## src/rtl/tfs_pkg.sv

```systemverilog
package tfs_pkg;

    localparam int DATA_W = 8;
    localparam int HEAD_W = 4;
    localparam int ADDR_W = 3;

    localparam logic [ADDR_W-1:0] A_CS0_DEVHD  = 3'd6;
    localparam logic [ADDR_W-1:0] A_CS0_STATUS = 3'd7;
    localparam logic [ADDR_W-1:0] A_CS1_CTRL   = 3'd6;
    localparam logic [ADDR_W-1:0] A_CS1_DIAG   = 3'd7;

    localparam int CTL_NIEN_BIT = 1;
    localparam int CTL_SRST_BIT = 2;
    localparam int DEV_SEL_BIT  = 4;

    typedef struct packed {
        logic bsy;
        logic drdy;
        logic df;
        logic dsc;
        logic drq;
        logic corr;
        logic idx;
        logic err;
    } stat_t;

    typedef struct packed {
        logic wr_cmd;
        logic wr_devhd;
        logic wr_ctl;
        logic rd_stat;
        logic rd_alt;
        logic rd_diag;
    } hstrobe_t;

    function automatic logic cmd_has_seek(input logic [DATA_W-1:0] code);
        logic [3:0] hi;
        hi = code[7:4];
        case (hi)
            4'h1, 4'h2, 4'h3, 4'h4, 4'h5, 4'h7: return 1'b1;
            4'hC: return (code[3:0] == 4'h4) || (code[3:0] == 4'h5) ||
                         (code[3:2] == 2'b10);
            default: return 1'b0;
        endcase
    endfunction

    function automatic logic [DATA_W-1:0] diag_pack(
        input logic              wgate,
        input logic [HEAD_W-1:0] head,
        input logic              slave_n,
        input logic              master_n);
        return {1'b0, ~wgate, ~head, slave_n, master_n};
    endfunction

endpackage

```

## src/rtl/tfs_decode.sv

```systemverilog
module tfs_decode
    import tfs_pkg::*;
(
    input  logic              cs0,
    input  logic              cs1,
    input  logic [ADDR_W-1:0] addr,
    input  logic              rd,
    input  logic              wr,
    output hstrobe_t          stb
);
    logic only0, only1;

    always_comb begin
        only0 = cs0 && !cs1;
        only1 = cs1 && !cs0;
        stb.wr_cmd   = wr && only0 && (addr == A_CS0_STATUS);
        stb.wr_devhd = wr && only0 && (addr == A_CS0_DEVHD);
        stb.wr_ctl   = wr && only1 && (addr == A_CS1_CTRL);
        stb.rd_stat  = rd && only0 && (addr == A_CS0_STATUS);
        stb.rd_alt   = rd && only1 && (addr == A_CS1_CTRL);
        stb.rd_diag  = rd && only1 && (addr == A_CS1_DIAG);
    end
endmodule

```

## src/rtl/tfs_core.sv

```systemverilog
module tfs_core
    import tfs_pkg::*;
(
    input  logic              clk,
    input  logic              rst,
    input  logic              srst,
    input  logic              cmd_wr,
    input  logic [DATA_W-1:0] wdata,
    input  logic              stat_rd,
    input  logic              drv_ready,
    input  logic              drv_fault,
    input  logic              drv_seek_done,
    input  logic              drv_cmd_done,
    output logic              busy,
    output logic              df,
    output logic              dsc,
    output logic              err,
    output logic              pend,
    output logic              cmd_start,
    output logic [DATA_W-1:0] cmd_code
);
    logic booted;
    logic accept, abort, finish;

    always_comb begin
        accept = cmd_wr && !busy && drv_ready;
        abort  = busy && (drv_fault || !drv_ready);
        finish = busy && drv_cmd_done && !abort;
    end

    always_ff @(posedge clk) begin
        if (rst || srst) begin
            busy      <= 1'b0;
            df        <= 1'b0;
            dsc       <= 1'b0;
            err       <= 1'b0;
            pend      <= 1'b0;
            booted    <= 1'b0;
            cmd_start <= 1'b0;
            cmd_code  <= '0;
        end else begin
            cmd_start <= accept;
            if (!booted && drv_ready) begin
                booted <= 1'b1;
                dsc    <= 1'b1;
            end
            if (drv_seek_done)
                dsc <= 1'b1;
            if (accept) begin
                busy     <= 1'b1;
                df       <= 1'b0;
                err      <= 1'b0;
                pend     <= 1'b0;
                cmd_code <= wdata;
                if (cmd_has_seek(wdata))
                    dsc <= 1'b0;
            end else if (abort) begin
                busy <= 1'b0;
                err  <= 1'b1;
                pend <= 1'b1;
                if (drv_fault)
                    df <= 1'b1;
            end else if (finish) begin
                busy <= 1'b0;
                pend <= 1'b1;
            end else if (cmd_wr || stat_rd) begin
                pend <= 1'b0;
            end
        end
    end
endmodule

```

## src/rtl/tfs_ctlreg.sv

```systemverilog
module tfs_ctlreg
    import tfs_pkg::*;
(
    input  logic              clk,
    input  logic              rst,
    input  logic              wr_ctl,
    input  logic              wr_devhd,
    input  logic [DATA_W-1:0] wdata,
    input  logic              dev_is_slave,
    input  logic              pend,
    output logic              srst,
    output logic              nien,
    output logic              dev_sel,
    output logic              intrq,
    output logic              intrq_oe,
    output logic              slave_n,
    output logic              master_n
);
    logic selected;

    always_ff @(posedge clk) begin
        if (rst) begin
            srst <= 1'b0;
            nien <= 1'b0;
        end else if (wr_ctl) begin
            srst <= wdata[CTL_SRST_BIT];
            nien <= wdata[CTL_NIEN_BIT];
        end
    end

    always_ff @(posedge clk) begin
        if (rst || srst)
            dev_sel <= 1'b0;
        else if (wr_devhd)
            dev_sel <= wdata[DEV_SEL_BIT];
    end

    always_comb begin
        selected = (dev_sel == dev_is_slave);
        intrq    = pend;
        intrq_oe = !nien && selected;
        slave_n  = !(dev_is_slave && selected);
        master_n = !(!dev_is_slave && selected);
    end
endmodule

```

## src/rtl/tfs_rdmux.sv

```systemverilog
module tfs_rdmux
    import tfs_pkg::*;
(
    input  hstrobe_t          stb,
    input  stat_t             stat,
    input  logic [DATA_W-1:0] diag,
    output logic [DATA_W-1:0] rdata,
    output logic [DATA_W-1:0] rdata_oe
);
    localparam logic [DATA_W-1:0] ALL_ON  = {DATA_W{1'b1}};
    localparam logic [DATA_W-1:0] DIAG_ON = {1'b0, {(DATA_W-1){1'b1}}};

    always_comb begin
        rdata    = '0;
        rdata_oe = '0;
        if (stb.rd_stat || stb.rd_alt) begin
            rdata    = stat;
            rdata_oe = ALL_ON;
        end else if (stb.rd_diag) begin
            rdata    = diag;
            rdata_oe = DIAG_ON;
        end
    end
endmodule

```

## src/rtl/tfs_ctrl.sv

```systemverilog
module tfs_ctrl
    import tfs_pkg::*;
(
    input  logic              clk,
    input  logic              rst,
    input  logic              host_cs0,
    input  logic              host_cs1,
    input  logic [ADDR_W-1:0] host_addr,
    input  logic              host_rd,
    input  logic              host_wr,
    input  logic [DATA_W-1:0] host_wdata,
    output logic [DATA_W-1:0] host_rdata,
    output logic [DATA_W-1:0] host_rdata_oe,
    output logic              intrq,
    output logic              intrq_oe,
    input  logic              dev_is_slave,
    input  logic              drv_ready,
    input  logic              drv_fault,
    input  logic              drv_seek_done,
    input  logic              drv_drq,
    input  logic              drv_index,
    input  logic              drv_wgate,
    input  logic [HEAD_W-1:0] drv_head,
    input  logic              drv_cmd_done,
    output logic              cmd_start,
    output logic [DATA_W-1:0] cmd_code
);
    hstrobe_t          stb;
    stat_t             stat;
    logic              busy_i, df_i, dsc_i, err_i, pend_i;
    logic              srst_i, nien_i, dev_sel_i, slave_n, master_n;
    logic [DATA_W-1:0] diag;

    tfs_decode u_dec (
        .cs0  (host_cs0),
        .cs1  (host_cs1),
        .addr (host_addr),
        .rd   (host_rd),
        .wr   (host_wr),
        .stb  (stb)
    );

    tfs_core u_core (
        .clk           (clk),
        .rst           (rst),
        .srst          (srst_i),
        .cmd_wr        (stb.wr_cmd),
        .wdata         (host_wdata),
        .stat_rd       (stb.rd_stat),
        .drv_ready     (drv_ready),
        .drv_fault     (drv_fault),
        .drv_seek_done (drv_seek_done),
        .drv_cmd_done  (drv_cmd_done),
        .busy          (busy_i),
        .df            (df_i),
        .dsc           (dsc_i),
        .err           (err_i),
        .pend          (pend_i),
        .cmd_start     (cmd_start),
        .cmd_code      (cmd_code)
    );

    tfs_ctlreg u_ctl (
        .clk          (clk),
        .rst          (rst),
        .wr_ctl       (stb.wr_ctl),
        .wr_devhd     (stb.wr_devhd),
        .wdata        (host_wdata),
        .dev_is_slave (dev_is_slave),
        .pend         (pend_i),
        .srst         (srst_i),
        .nien         (nien_i),
        .dev_sel      (dev_sel_i),
        .intrq        (intrq),
        .intrq_oe     (intrq_oe),
        .slave_n      (slave_n),
        .master_n     (master_n)
    );

    always_comb begin
        stat.bsy  = busy_i || srst_i;
        stat.drdy = drv_ready;
        stat.df   = df_i;
        stat.dsc  = dsc_i;
        stat.drq  = drv_drq;
        stat.corr = 1'b0;
        stat.idx  = drv_index;
        stat.err  = err_i;
        diag      = diag_pack(drv_wgate, drv_head, slave_n, master_n);
    end

    tfs_rdmux u_mux (
        .stb      (stb),
        .stat     (stat),
        .diag     (diag),
        .rdata    (host_rdata),
        .rdata_oe (host_rdata_oe)
    );
endmodule

```

## config.mk

```make
export PLATFORM = sky130hd
export DESIGN_NAME = tfs_ctrl
export DESIGN_NICKNAME = d
export VERILOG_FILES = /design/src/rtl/tfs_pkg.sv /design/src/rtl/tfs_decode.sv /design/src/rtl/tfs_core.sv /design/src/rtl/tfs_ctlreg.sv /design/src/rtl/tfs_rdmux.sv /design/src/rtl/tfs_ctrl.sv
export SDC_FILE = /design/constraint.sdc
export NUM_CORES = 1
export LEC_CHECK = 0
export ABC_CLOCK_PERIOD_IN_PS = 1600
export CAP_MARGIN = 20
export CORE_ASPECT_RATIO = 0.9
export CORE_UTILIZATION = 34
export DETAILED_ROUTE_END_ITERATION = 10
export HOLD_SLACK_MARGIN = 0.05
export PLACE_DENSITY = 0.87
export SETUP_SLACK_MARGIN = 0.3
export SYNTH_ARGS = -nofsm -noshare
export SYNTH_HDL_FRONTEND = slang
export SYNTH_HIERARCHICAL = 1
export SYNTH_SLANG_ARGS = --single-unit
```

## constraint.sdc

```tcl
create_clock -name clk -period 1.6 [get_ports clk]
set_clock_uncertainty 0.2 [all_clocks]
set_input_delay 0.24 -clock clk [delete_from_list [all_inputs] [get_ports clk]]
set_output_delay 0.24 -clock clk [all_outputs]
set_load 0.01 [all_outputs]
```

# Word-level counts from Yosys, hierarchy flattened

Index checks and enable logic that the tools add are counted.

Bits in registers: 18
Input bits: 29
Word-level logic and storage cells: 86

Equality and inequality tests: 13
Mux-type cells: 17
Bitwise logic cells: 2
Reductions and logical operators: 43

Operators by type and width:

| operator                                             | count |
|---|---|
| logical AND 1 bit                                    | 21 |
| equality test 4 x 3 -> 1 bit (second input constant) | 5 |
| two-way mux 8 bit                                    | 2 |
| two-way mux 7 bit                                    | 2 |
| two-way mux 1 bit                                    | 12 |
| logical NOT 1 bit                                    | 10 |
| equality test 4 x 2 -> 1 bit (second input constant) | 2 |
| logical OR 1 bit                                     | 7 |
| equality test 3 bit (second input constant)          | 2 |
| nonzero test 3 bit                                   | 2 |
| OR reduction 6 bit                                   | 1 |
| equality test 4 x 1 -> 1 bit (second input constant) | 1 |
| equality test 4 bit (second input constant)          | 1 |
| inverter 4 bit                                       | 1 |
| equality test 2 bit (second input constant)          | 1 |
| one-hot mux 1 bit (2 select lines)                   | 1 |
| AND reduction 2 bit                                  | 1 |
| OR reduction 2 bit                                   | 1 |
| equality test 1 bit                                  | 1 |
| inverter 1 bit                                       | 1 |

# Logic depth before layout (Yosys ltp)

Word-level depth: 10
Depth in mapped cells: 6
Depth with buffers taken out: 5

# Cells and area by module

The synthesis kept the hierarchy.

Modules (own cells, without submodules):

| module     | times used | cells each | area each (um^2) | seq. area each (um^2) |
|---|---|---|---|---|
| tfs_core   | 1          | 51         | 558.0            | 300.3 |
| tfs_rdmux  | 1          | 34         | 215.2            | 0.0 |
| tfs_ctlreg | 1          | 17         | 153.9            | 60.1 |
| tfs_decode | 1          | 12         | 60.1             | 0.0 |
| tfs_ctrl   | 1          | 7          | 28.8             | 0.0 |

# Worst setup path after synthesis

OpenSTA, ideal clock, no wires.

Kind: input -> output
From: input port host_cs1
To: output port host_rdata_oe[1]
Arrival time: 1.360 ns
Data required time: 1.160 ns
Setup slack: -0.200 ns
Stages on the path: 4
Buffers on the path: 1
Path through: nand2b_1 > nor3_1 > or3_2 > buf_4

RTL lines:

| item            | RTL line       | RTL |
|---|---|---|
| start, declared | tfs_ctrl.sv:7  | `input logic host_cs1,` |
| end, declared   | tfs_ctrl.sv:13 | `output logic [DATA_W-1:0] host_rdata_oe,` |

==> results.py <==
metrics = {
    "outcome": {
        "run_status": "finished with violations",
        "failed_checks": "negative setup slack",
    },
    "synthesis": {
        "ys_async_sr_fraction_pct": 0,
        "synthCells": 121,
        "synth_top_area_share_pct": 35.5,
        "synth.most_common_cell": "dfxtp_1",
        "synth_common_cells": "dfxtp_1 (18), nand2_1 (13), inv_1 (11), nor2_1 (9), o21ai_0 (9)",
        "synthTopCellsByArea": "dfxtp_1 (35%), a22o_1 (6.9%), o21ai_2 (6.9%)",
        "ys.flop_type": "dfxtp_1",
        "ys_seq_elements": 18,
        "netlist_area_um2": 1020,
        "yosysTopAreaCell": "dfxtp_1",
        "synth_cell_type_count": 29,
        "synth_edf_count": 0,
        "synth_area_per_cell_um2": 8.40,
        "yosys_warnings": 6,
        "ys_seq_area_share_pct": 35.5,
    },
    "global_route": {
        "grt_max_degree": 11,
        "antenna_found_initial": 0,
        "grt_overflow": 0,
        "grt_use_total_pct": 22.4,
        "grt_first_pass_wirelength_um": 5250,
        "grt_pass1_vias": 1205,
    },
    "setup_path": {
        "critPathLaunchType": "input pin",
        "crit_top_cell": "buf_6",
        "cp_cell_sequence": "buf_8, nand2b_4, nor3_4, or2_4, buf_6, o21ai_4, buf_6",
        "slowest_delay_ns": 0.26,
        "cp_data_arrival_time_ns": 1.25,
        "critPathSlowestCell": "nor3_4",
        "path_class": "input pin to output pin",
        "endpoint_kind": "output pin",
        "r2r_cells": 6,
        "reg2reg_slack_ns": 0.05,
        "worstPathMaxFanout": 4,
        "required_ns": 1.16,
    },
    "drt": {
        "firstDrtPassIters": 4,
        "via_per_inst": 4.79,
        "drc": 0,
        "wl_per_cell_um": 14.7,
        "vias": 1173,
        "routed_wl_um": 3610,
        "first_iter_violations": 18,
        "drt.antenna.violating_nets": 0,
    },
    "final_layout": {
        "syn_to_final_growth_pct": 108,
        "regMostFlops": "u_core/cmd_code",
        "finalInstanceArea_um2": 2110,
        "seq_area_um2": 373,
        "final_nets": 237,
        "largest_reg_flops": 8,
        "multi_input_area_um2": 764,
        "fill_cells": 199,
        "diodes": 0,
        "drive_above_1_share_pct": 57.6,
    },
    "clock_network": {
        "clockRootBuffer": "clkbuf_4",
        "clkTransAtPathRegs_ns": 0.09,
        "cts_max_level": 1,
        "numCtsBuffers": 3,
        "cts_sinks": 18,
        "clkLatencyLatePin_ns": 0.29,
        "tritoncts": "yes",
        "cts_hold_buf": 0,
        "clockBufferDepth": 2,
    },
    "floorplan": {
        "rows": 18,
        "core_um2": 2790,
        "num_io_pins": 56,
        "die-area_um2": 3210,
        "start_util_pct": 36.4,
        "fp.dieH_um": 53.9,
        "die_w_um": 59.6,
    },
    "pwr": {
        "p_leak_nw": 1.00,
        "clkPwrFrac_pct": 27.5,
        "p_switching_uw": 239,
        "p_int_uw": 735,
        "p_per_area_nw_per_um2": 462,
        "vdd_drop_max_v": 0.000592,
        "p_sw_share_pct": 24.6,
        "p_seq_share_pct": 46.9,
        "p_comb_share_pct": 25.5,
    },
    "placement": {
        "place.gp.congestion": 0.772,
        "dp_slack_ns": -0.956,
        "portBuffers": 55,
        "placement.cell_area_um2": 1840,
        "dpl.hpwl_um": 2420,
    },
    "timing": {
        "timing.final.crit_period_ns": 1.69,
        "maxSlewViolCount": 0,
        "fin_setup_tns_ns": -1.25,
        "fin_ws_ns": -0.0865,
        "rsz0062_at_grt": "yes",
        "fmax_ghz": 0.593,
        "holdWs_ns": 0.146,
        "hold_viol_final": 0,
        "setup_violations": 22,
        "period_share_pct": 105,
    },
    "worst_hold_path": {
        "hp-class": "input pin to flop",
        "hold_depth": 3,
    },
    "job": {
        "maxCapViolCount": 0,
    },
}
==> critical path: cells and delay by family <==
family                 cells  cell delay [ns]
AOI/OAI and AO/OA          1             0.05
and+or+nand+nor            3             0.59
buffers and inverters      3             0.36
==> power groups by stage <==
stage	sequential, mW	combinational, mW	clock (mW)
6_report	0.457	0.249	0.268
4_1_cts	0.457	0.226	0.276
5_1_grt	0.458	0.263	0.295
3_3_place_gp	0.467	0.203	0
2_1_floorplan	0.467	0.0783	0
3_5_place_dp	0.468	0.208	0
==> final timing paths <==
kind                                     from                 end
worst max-delay path                 host_cs1       host_rdata[4]
worst min-delay path            host_wdata[1]  u_core/cmd_code[1]
worst max register to register    u_core/busy  u_core/cmd_code[3]
worst min register to register      u_core/df           u_core/df
==> per-stage QoR <==
stage               total power, mW  utilization [%]  std cells
floorplan                     0.545                -        122
global placement              0.670             65.7        229
detailed placement            0.676             65.7        229
CTS                           0.960             73.1        241
global route                   1.02             75.5        245
finish                        0.974             75.5        245
==> per-layer routing <==
metal  track usage (%)  wire length (µm)
met3              6.49               185
met2              43.8              1920
met5                 0                 0
met1              23.5              1420
met4              5.81                85
==> layout make-up <==
cell class | count | share of cell area, %
flip-flops and latches | 18 | 17.7
clock buffers | 4 | 1.72
inverters | 11 | 1.96
multi-input cells | 83 | 36.3
well taps | 40 | 2.37
repair buffers | 89 | 40.0
==> cells in the final DEF, fill, tap and decap left out, drive strengths merged <==
cell type      count
nor3               8
and2               1
nor4               1
inv               11
ha                 2
nor4b              1
xor2               1
or3                1
and3b              1
a22o               8
dfxtp             18
nor2               9
dlymetal6s2s       3
dlygate4sd2        2
conb               2
buf               66
nand2b             4
o21a               1
clkbuf             6
a21oi              4
mux2i              3
a211oi             1
nand3b             1
clkdlybuf4s50     16
or2                2
nand2             13
o21ai             18
o311a              1
==> kinds of logic (layout without fill, tap and decap cells) <==
family,Yosys count,in the layout,share of synthesized area (%)
simple gates,42,42,22.8
compound gates,33,33,23.2
buf+inv,21,104,11.9
flops,18,18,35.5
mux,3,3,2.96
fa+ha+maj,2,2,2.46
other cells,1,2,0.369
xor+xnor,1,1,0.862
==> what timing repair did <==
action,CTS,global route
endpoints found under the setup margin,44,42
setup buffers,7,3
gates resized for setup,173,39
cloned,1,1
pin swaps,16,16
Power figures use the tool's default switching activity.
